==> src/rtl/addsub_pkg.sv <==
// Package: shared constants and types for the adder-subtractor.
// Assumes: consumers import it; nothing here is synthesised on its own.
package addsub_pkg;

    // Operation select encoding used on sub_mode.
    typedef enum logic {
        OP_ADD = 1'b0,
        OP_SUB = 1'b1
    } addsub_op_e;

    // Default width of one carry-lookahead group.
    localparam int unsigned DEF_GROUP_W = 4;

endpackage

==> src/rtl/addsub_operand.sv <==
// Module: addsub_operand
// Conditions the second operand: passes it through when adding and inverts
// every bit when subtracting, so that together with the carry input the
// adder sees the two's complement of op_b.
// Assumes: mode encoding from addsub_pkg; purely combinational.
module addsub_operand
    import addsub_pkg::*;
#(
    parameter int unsigned WIDTH = 8
) (
    input  logic [WIDTH-1:0] b_in,
    input  logic             mode,
    output logic [WIDTH-1:0] b_eff
);

    // Purpose: select true or complemented operand.
    always_comb begin
        if (addsub_op_e'(mode) == OP_SUB) begin
            b_eff = ~b_in;
        end else begin
            b_eff = b_in;
        end
    end

endmodule

==> src/rtl/addsub_cla_group.sv <==
// Module: addsub_cla_group
// One carry-lookahead group. From per-bit generate and propagate terms and
// the group carry input it forms the carry into every bit of the group,
// each as a flat sum of products, plus the group generate and propagate
// used to chain groups.
// Assumes: GW small (product terms grow with GW squared).
module addsub_cla_group #(
    parameter int unsigned GW = 4
) (
    input  logic [GW-1:0] gen,
    input  logic [GW-1:0] prop,
    input  logic          cin,
    output logic [GW-1:0] bit_cin,
    output logic          grp_gen,
    output logic          grp_prop
);

    // Purpose: carry into bit i from cin and lower generate terms.
    always_comb begin
        logic term;
        logic prod;
        bit_cin[0] = cin;
        for (int i = 1; i < GW; i++) begin
            term = cin;
            for (int k = 0; k < i; k++) begin
                term = term & prop[k];
            end
            for (int j = 0; j < i; j++) begin
                prod = gen[j];
                for (int k = j + 1; k < i; k++) begin
                    prod = prod & prop[k];
                end
                term = term | prod;
            end
            bit_cin[i] = term;
        end
    end

    // Purpose: group generate and propagate for the chain above.
    always_comb begin
        logic prod;
        grp_prop = 1'b1;
        for (int k = 0; k < GW; k++) begin
            grp_prop = grp_prop & prop[k];
        end
        grp_gen = 1'b0;
        for (int j = 0; j < GW; j++) begin
            prod = gen[j];
            for (int k = j + 1; k < GW; k++) begin
                prod = prod & prop[k];
            end
            grp_gen = grp_gen | prod;
        end
    end

endmodule

==> src/rtl/addsub_cla_adder.sv <==
// Module: addsub_cla_adder
// WIDTH-bit adder with carry input, built from lookahead groups of GW bits.
// Operands are padded with zeros up to a whole number of groups; padded
// bits generate and propagate nothing, so the carry into bit WIDTH is the
// true carry out. Groups are chained through their generate/propagate.
// Assumes: GW >= 1; WIDTH >= 1.
module addsub_cla_adder #(
    parameter int unsigned WIDTH = 8,
    parameter int unsigned GW    = 4
) (
    input  logic [WIDTH-1:0] a,
    input  logic [WIDTH-1:0] b,
    input  logic             cin,
    output logic [WIDTH-1:0] sum,
    output logic             cout
);

    localparam int unsigned NGRP  = (WIDTH + GW - 1) / GW;
    localparam int unsigned PAD_W = NGRP * GW;

    logic [PAD_W-1:0] a_pad;
    logic [PAD_W-1:0] b_pad;
    logic [PAD_W-1:0] gen;
    logic [PAD_W-1:0] prop;
    logic [PAD_W:0]   carry;
    logic [NGRP:0]    grp_cin;
    logic [NGRP-1:0]  grp_gen;
    logic [NGRP-1:0]  grp_prop;

    // Purpose: zero-extend operands to whole groups.
    always_comb begin
        a_pad = '0;
        b_pad = '0;
        a_pad[WIDTH-1:0] = a;
        b_pad[WIDTH-1:0] = b;
    end

    // Purpose: per-bit generate and propagate terms.
    always_comb begin
        gen  = a_pad & b_pad;
        prop = a_pad ^ b_pad;
    end

    assign grp_cin[0] = cin;

    for (genvar g = 0; g < NGRP; g++) begin : gen_grp
        addsub_cla_group #(
            .GW (GW)
        ) i_group (
            .gen      (gen[g*GW +: GW]),
            .prop     (prop[g*GW +: GW]),
            .cin      (grp_cin[g]),
            .bit_cin  (carry[g*GW +: GW]),
            .grp_gen  (grp_gen[g]),
            .grp_prop (grp_prop[g])
        );
        // Purpose: carry into the next group.
        assign grp_cin[g+1] = grp_gen[g] | (grp_prop[g] & grp_cin[g]);
    end

    assign carry[PAD_W] = grp_cin[NGRP];

    // Purpose: sum bits and carry out of the WIDTH-bit range.
    always_comb begin
        sum  = prop[WIDTH-1:0] ^ carry[WIDTH-1:0];
        cout = carry[WIDTH];
    end

endmodule

==> src/rtl/addsub_flag_unit.sv <==
// Module: addsub_flag_unit
// Derives the status flags. Overflow uses the sign rules of the selected
// operation on the original operand signs; carry passes through unchanged,
// which already is the inverted borrow when the adder sees ~B.
// Assumes: res is the WIDTH-bit adder output for the same operands.
module addsub_flag_unit
    import addsub_pkg::*;
#(
    parameter int unsigned WIDTH = 8
) (
    input  logic             sign_a,
    input  logic             sign_b,
    input  logic [WIDTH-1:0] res,
    input  logic             mode,
    input  logic             adder_cout,
    output logic             flag_carry,
    output logic             flag_ovf,
    output logic             flag_zero,
    output logic             flag_neg
);

    logic sign_r;

    assign sign_r = res[WIDTH-1];

    // Purpose: operation-specific signed overflow rule.
    always_comb begin
        if (addsub_op_e'(mode) == OP_SUB) begin
            flag_ovf = (sign_a != sign_b) && (sign_r != sign_a);
        end else begin
            flag_ovf = (sign_a == sign_b) && (sign_r != sign_a);
        end
    end

    // Purpose: carry, zero and negative flags.
    always_comb begin
        flag_carry = adder_cout;
        flag_zero  = ~(|res);
        flag_neg   = sign_r;
    end

endmodule

==> src/rtl/addsub_flags.sv <==
// Module: addsub_flags (top)
// Combinational two's-complement adder-subtractor with carry, overflow,
// zero and negative flags. Subtraction adds the complemented op_b; the
// carry input is a carry when adding and an active-low borrow when
// subtracting, so slices can be chained for wider words.
// Assumes: no clock or reset; outputs settle within one combinational path.
module addsub_flags
    import addsub_pkg::*;
#(
    parameter int unsigned WIDTH   = 8,
    parameter int unsigned GROUP_W = DEF_GROUP_W
) (
    input  logic [WIDTH-1:0] op_a,
    input  logic [WIDTH-1:0] op_b,
    input  logic             sub_mode,
    input  logic             carry_in,
    output logic [WIDTH-1:0] result,
    output logic             flag_carry,
    output logic             flag_ovf,
    output logic             flag_zero,
    output logic             flag_neg
);

    logic [WIDTH-1:0] b_eff;
    logic             adder_cout;

    addsub_operand #(
        .WIDTH (WIDTH)
    ) i_operand (
        .b_in  (op_b),
        .mode  (sub_mode),
        .b_eff (b_eff)
    );

    addsub_cla_adder #(
        .WIDTH (WIDTH),
        .GW    (GROUP_W)
    ) i_adder (
        .a    (op_a),
        .b    (b_eff),
        .cin  (carry_in),
        .sum  (result),
        .cout (adder_cout)
    );

    addsub_flag_unit #(
        .WIDTH (WIDTH)
    ) i_flags (
        .sign_a     (op_a[WIDTH-1]),
        .sign_b     (op_b[WIDTH-1]),
        .res        (result),
        .mode       (sub_mode),
        .adder_cout (adder_cout),
        .flag_carry (flag_carry),
        .flag_ovf   (flag_ovf),
        .flag_zero  (flag_zero),
        .flag_neg   (flag_neg)
    );

endmodule

==> config.mk <==
export PLATFORM = sky130hd
export DESIGN_NAME = addsub_flags
export DESIGN_NICKNAME = d
export VERILOG_FILES = /design/src/rtl/addsub_pkg.sv /design/src/rtl/addsub_operand.sv /design/src/rtl/addsub_cla_group.sv /design/src/rtl/addsub_cla_adder.sv /design/src/rtl/addsub_flag_unit.sv /design/src/rtl/addsub_flags.sv
export SDC_FILE = /design/constraint.sdc
export NUM_CORES = 1
export LEC_CHECK = 0
export ABC_AREA = 1
export BUFFER_PORTS_ARGS = -buffer_cell sky130_fd_sc_hd__buf_2
export CAP_MARGIN = 10
export CORE_MARGIN = 2
export CORE_UTILIZATION = 40
export DETAILED_ROUTE_END_ITERATION = 10
export PLACE_DENSITY = 0.73
export REMOVE_ABC_BUFFERS = 1
export SLEW_MARGIN = 25
export SYNTH_ARGS = -nofsm -noshare
export SYNTH_HDL_FRONTEND = slang
export SYNTH_SLANG_ARGS = --single-unit
==> constraint.sdc <==
create_clock -name vclk -period 2.19
set_input_delay 0.219 -clock vclk [all_inputs]
set_output_delay 0.219 -clock vclk [all_outputs]
set_load 0.05 [all_outputs]
* Word-level counts from Yosys, hierarchy flattened
Cells that the tools add are included.
** Storage, ports and cells
- Output and inout port bits :: 12
- Bits in registers :: 0
** Operators by class
- Bitwise gates (word level) :: 51
- Eq/ne operators :: 3
- Reductions and logical operators :: 3
- Muxes and demuxes :: 2
** Operators by type and width (number)
- $and A1 B1 Y1 :: 26
- $or A1 B1 Y1 :: 20
- $xor A8 B8 Y8 :: 2
- $and A8 B8 Y8 :: 1
- $mux W8 :: 1
- $not A8 Y8 :: 1
- $reduce_or A8 Y1 :: 1
- $logic_and A1 B1 Y1 :: 2
- $ne A1 B1 Y1 :: 2
- $eq A1 B1 Y1 :: 1
- $mux W1 :: 1
- $not A1 Y1 :: 1

* Depth between registers and ports, before layout
- Word-level depth :: 20
- Depth in mapped cells :: 16
- Depth with buffers taken out :: 15

* Hierarchy
Synthesis repeated with hierarchy kept, for this count alone.
** Unflattened totals
- Cell total of the unflattened synthesis :: 110
- Area, all modules :: 579.3 sq um
** By module, submodules not included
- addsub_cla_adder :: cells an instance 22, area an instance 195.2 sq um, instances 1
- addsub_cla_group :: cells an instance 16, area an instance 77.6 sq um, instances 2
- addsub_operand :: cells an instance 34, area an instance 135.1 sq um, instances 1
- addsub_flag_unit :: cells an instance 22, area an instance 93.8 sq um, instances 1

* Worst setup path before layout
Ideal clock, no wire load.
- Path kind :: input to output
- Start :: in sub_mode
- End :: out flag_zero
- Arrival time :: 2.695 ns
- Slack :: -0.724 ns
- Path buffers :: 2
- Required time :: 1.971 ns
- Cell stages on the path :: 14
- Cells stage by stage :: buf_6 xor2_1 ha_1 buf_2 nand3_1 nor3_1 nor2_1 fa_1 nand2_1 inv_1 nand2_1 nor2_1 nand3_1 nor2_1
** On the way
- Word-level cells in the longest chain between the ends :: 18
- Elaborated cells on any way between the ends :: 41
- Those cells by class :: mux: 1; bitwise: 39; reduce/logical: 1
** Ends and longest elaborated chain
- start: declaration :: RTL line addsub_flags.sv:15 : input logic sub_mode,
- $mux W8 * :: RTL line addsub_operand.sv:18 : if (addsub_op_e'(mode) == OP_SUB) begin
- $and A8 B8 Y8 or $xor A8 B8 Y8 (tied branches) :: RTL line addsub_cla_adder.sv:40, addsub_cla_adder.sv:41
- $and A1 B1 Y1 (2 in a row) :: RTL line addsub_cla_group.sv:31, addsub_cla_group.sv:50
- $and A1 B1 Y1 :: RTL line addsub_cla_group.sv:50 : prod = prod & prop[k];
- $or A1 B1 Y1 (3 in a row) :: RTL line addsub_cla_group.sv:52 : grp_gen = grp_gen | prod;
- $or A1 B1 Y1 :: RTL line addsub_cla_adder.sv:58 : assign grp_cin[g+1] = grp_gen[g] | (grp_prop[g] & grp_cin[g]);
- $and A1 B1 Y1 (3 in a row) :: RTL line addsub_cla_group.sv:26 : term = term & prop[k];
- $or A1 B1 Y1 (3 in a row) :: RTL line addsub_cla_group.sv:33 : term = term | prod;
- $xor A8 B8 Y8 * :: RTL line addsub_cla_adder.sv:65 : sum = prop[WIDTH-1:0] ^ carry[WIDTH-1:0];
- $reduce_or A8 Y1 * :: RTL line addsub_flag_unit.sv:38 : flag_zero = ~(|res);
- $not A1 Y1 * :: RTL line addsub_flag_unit.sv:38
- end: declaration :: RTL line addsub_flags.sv:20 : output logic flag_zero,
Mark *: on every way between the ends. The rest lies on a longest branch, timed or not.

* Final worst setup path
Ends and elaborated chain as after synthesis.

==> flow_summary.toml <==
[run_status]
outcome = "finished with violations"
violations = "setup timing"

[routing]
drt-initial-drc-count = 6
antenna_left = 0
wl_per_cell_microns = 12.49
vias = 793
finalWirelength_microns = 2024
drtPass1Iterations = 4
viasPerCell = 4.895
drc = 0

[layout]
seq_cells = 0
clockBufferCount = 0
final_area_sq_um = 1139
area_growth_pct = 78.08
final_cell_mix = "inv_1, buf_2, buf_4, nand2_1, nand3_1"
nNetsFinal = 178
seqCellArea_sq_um = 0
diodes = 0
drive_gt1_share_pct = 51.37

[die]
ios = 30
die_y_microns = 43.98
start_util_pct = 42.44
dieWidth_microns = 43.98
core_sq_um = 1506
rows = 14
dieArea_sq_um = 1934

[yosys]
synth.area.top_cells = "ha_1, inv_1, nand2_1"
netlist_area_sq_um = 639.4
avgSynthCellArea_sq_um = 6.458
syn-instance-count = 99
ys.warnings.count = 0
netlist.area_leader.share_pct = 19.57
yosysTopAreaCell = "ha_1"
yosysSeqAreaShare_pct = 0
ys_types = 20

[sta]
relSlewSlack_pct = 82.95
drv_slew = 0
finalHoldViolCount = 0
fin_ws_ns = -0.4156
rsz0062_at_grt = "true"
finalSetupViolCount = 7
finalCritPeriodShare_pct = 119.0
fin_hold_ws_ns = 0.9255
tightestPinTransition_ns = 0.2558
max_freq_mhz = 383.8
min_period_ns = 2.606

[pwr]
power.density_nw_per_um2 = 659.7
total_leakage_power_nw = 0.6287
peakVddDrop_mv = 0.3799

[critical_path]
critPathTopFamily = "adder cells"
worst_ep_required_time_ns = 1.97
max_stage_delay_ns = 0.51
crit_fanout = 5
path_cells = "buf_12 > xor2_1 > ha_1 > inv_2 > nor3_2 > nor2_2 > fa_1 > nand2_1 > inv_1 > nand2_1 > nor2_1 > nand3_1 > nor2_2 > buf_6"
cp_slowest_cell = "fa_1"
critPathKind = "primary input to output pin"
cp-end-kind = "output pin"
arrival_ns = 2.39
startpoint_type = "primary input"
path_buf_inv = 4

[place]
placed_cell_area_sq_um = 870.8
hpwl_microns = 1351
place_congestion = 0.8210
port-buffer-count = 30

[job]
maxCapViolCount = 0

[global_route]
track_usage_pct = 19.68
grt_max_degree = 7
antenna_found_initial = 0
grt_pass1_wl_microns = 2967
first_global_vias = 782
gr-total-overflow = 0

[clock_tree]
postCtsHoldBufs = 0

[worst_hold_path]
hp-class = "primary input to output pin"
synth_stat cells:
cell type,count
buf_4,1
xnor2_2,1
xnor2_1,2
a31oi_1,1
nor3_1,1
ha_1,10
nand4_1,6
o21ai_1,1
fa_1,2
xor2_2,1
nand3_2,1
or2_1,1
buf_6,1
xor2_4,1
xor2_1,6
nand3_1,13
nand2_1,20
inv_1,24
buf_2,2
nor2_1,4
per-stage QoR:
stage	util [%]	setup TNS [ns]	power, W	cells	worst slack (ns)
6_report	75.58	-1.746	0.0007511	162	-0.4156
5_1_grt	75.58	-2.441	0.0007967	162	-0.5535
4_1_cts	70.35	-1.270	0.0006823	159	-0.3591
3_5_place_dp	57.81	-2.770	0.0005593	153	-0.5736
3_3_place_gp	57.81	-2.419	0.0005512	153	-0.5083
2_1_floorplan	-	-1.430	0.0004022	95	-0.5778
tightest hold or removal path: stages:
cell and delay (ns):
buf_2 0.10, nand2_1 0.05, nand3_1 0.08, nand2_1 0.05, inv_1 0.06, buf_6 0.15
final cells by class:
type,instances,area (sq um)
well taps,16,20.02
inverters,24,92.59
multi-input cells,71,628.1
repair buffers,51,397.9
fillers,115,367.9
layer usage:
layer | part of all wire (%) | wire length (microns) | global-route usage (%)
met1 | 36 | 719 | 19.80
met2 | 61 | 1238 | 42.65
met3 | 3.3 | 66 | 0.8333
met4 | 0 | 0 | 3.636
met5 | 0 | 0 | 0
timing repair:
item | 4_1_cts | 5_1_grt
gates cloned | 0 | 0
setup endpoints to repair | 7 | 7
resized for setup | 39 | 11
pin swaps | 23 | 13
setup buffers | 6 | 3
where the power goes:
| part | leakage, nW | internal [W] | switching, W |
|---|---|---|---|
| clock | 0 | 0 | 0 |
| sequential | 0 | 0 | 0 |
| combinational | 0.629 | 0.000308 | 0.000443 |
cell families after synthesis:
kind of cell	after synthesis	share of synthesized area, %
buf+inv	28	18.59
simple gates	46	33.46
compound gates	2	1.761
xor+xnor	11	20.35
fa+ha+maj	12	25.83
path summary, 6_finish.rpt:
| kind | from | endpoint | slack [ns] | cells past startpoint |
|---|---|---|---|---|
| max | sub_mode | flag_zero | -0.42 | 14 |
| min | op_a[7] | flag_ovf | 0.93 | 6 |
No activity file was read; power rests on OpenSTA's default activity.
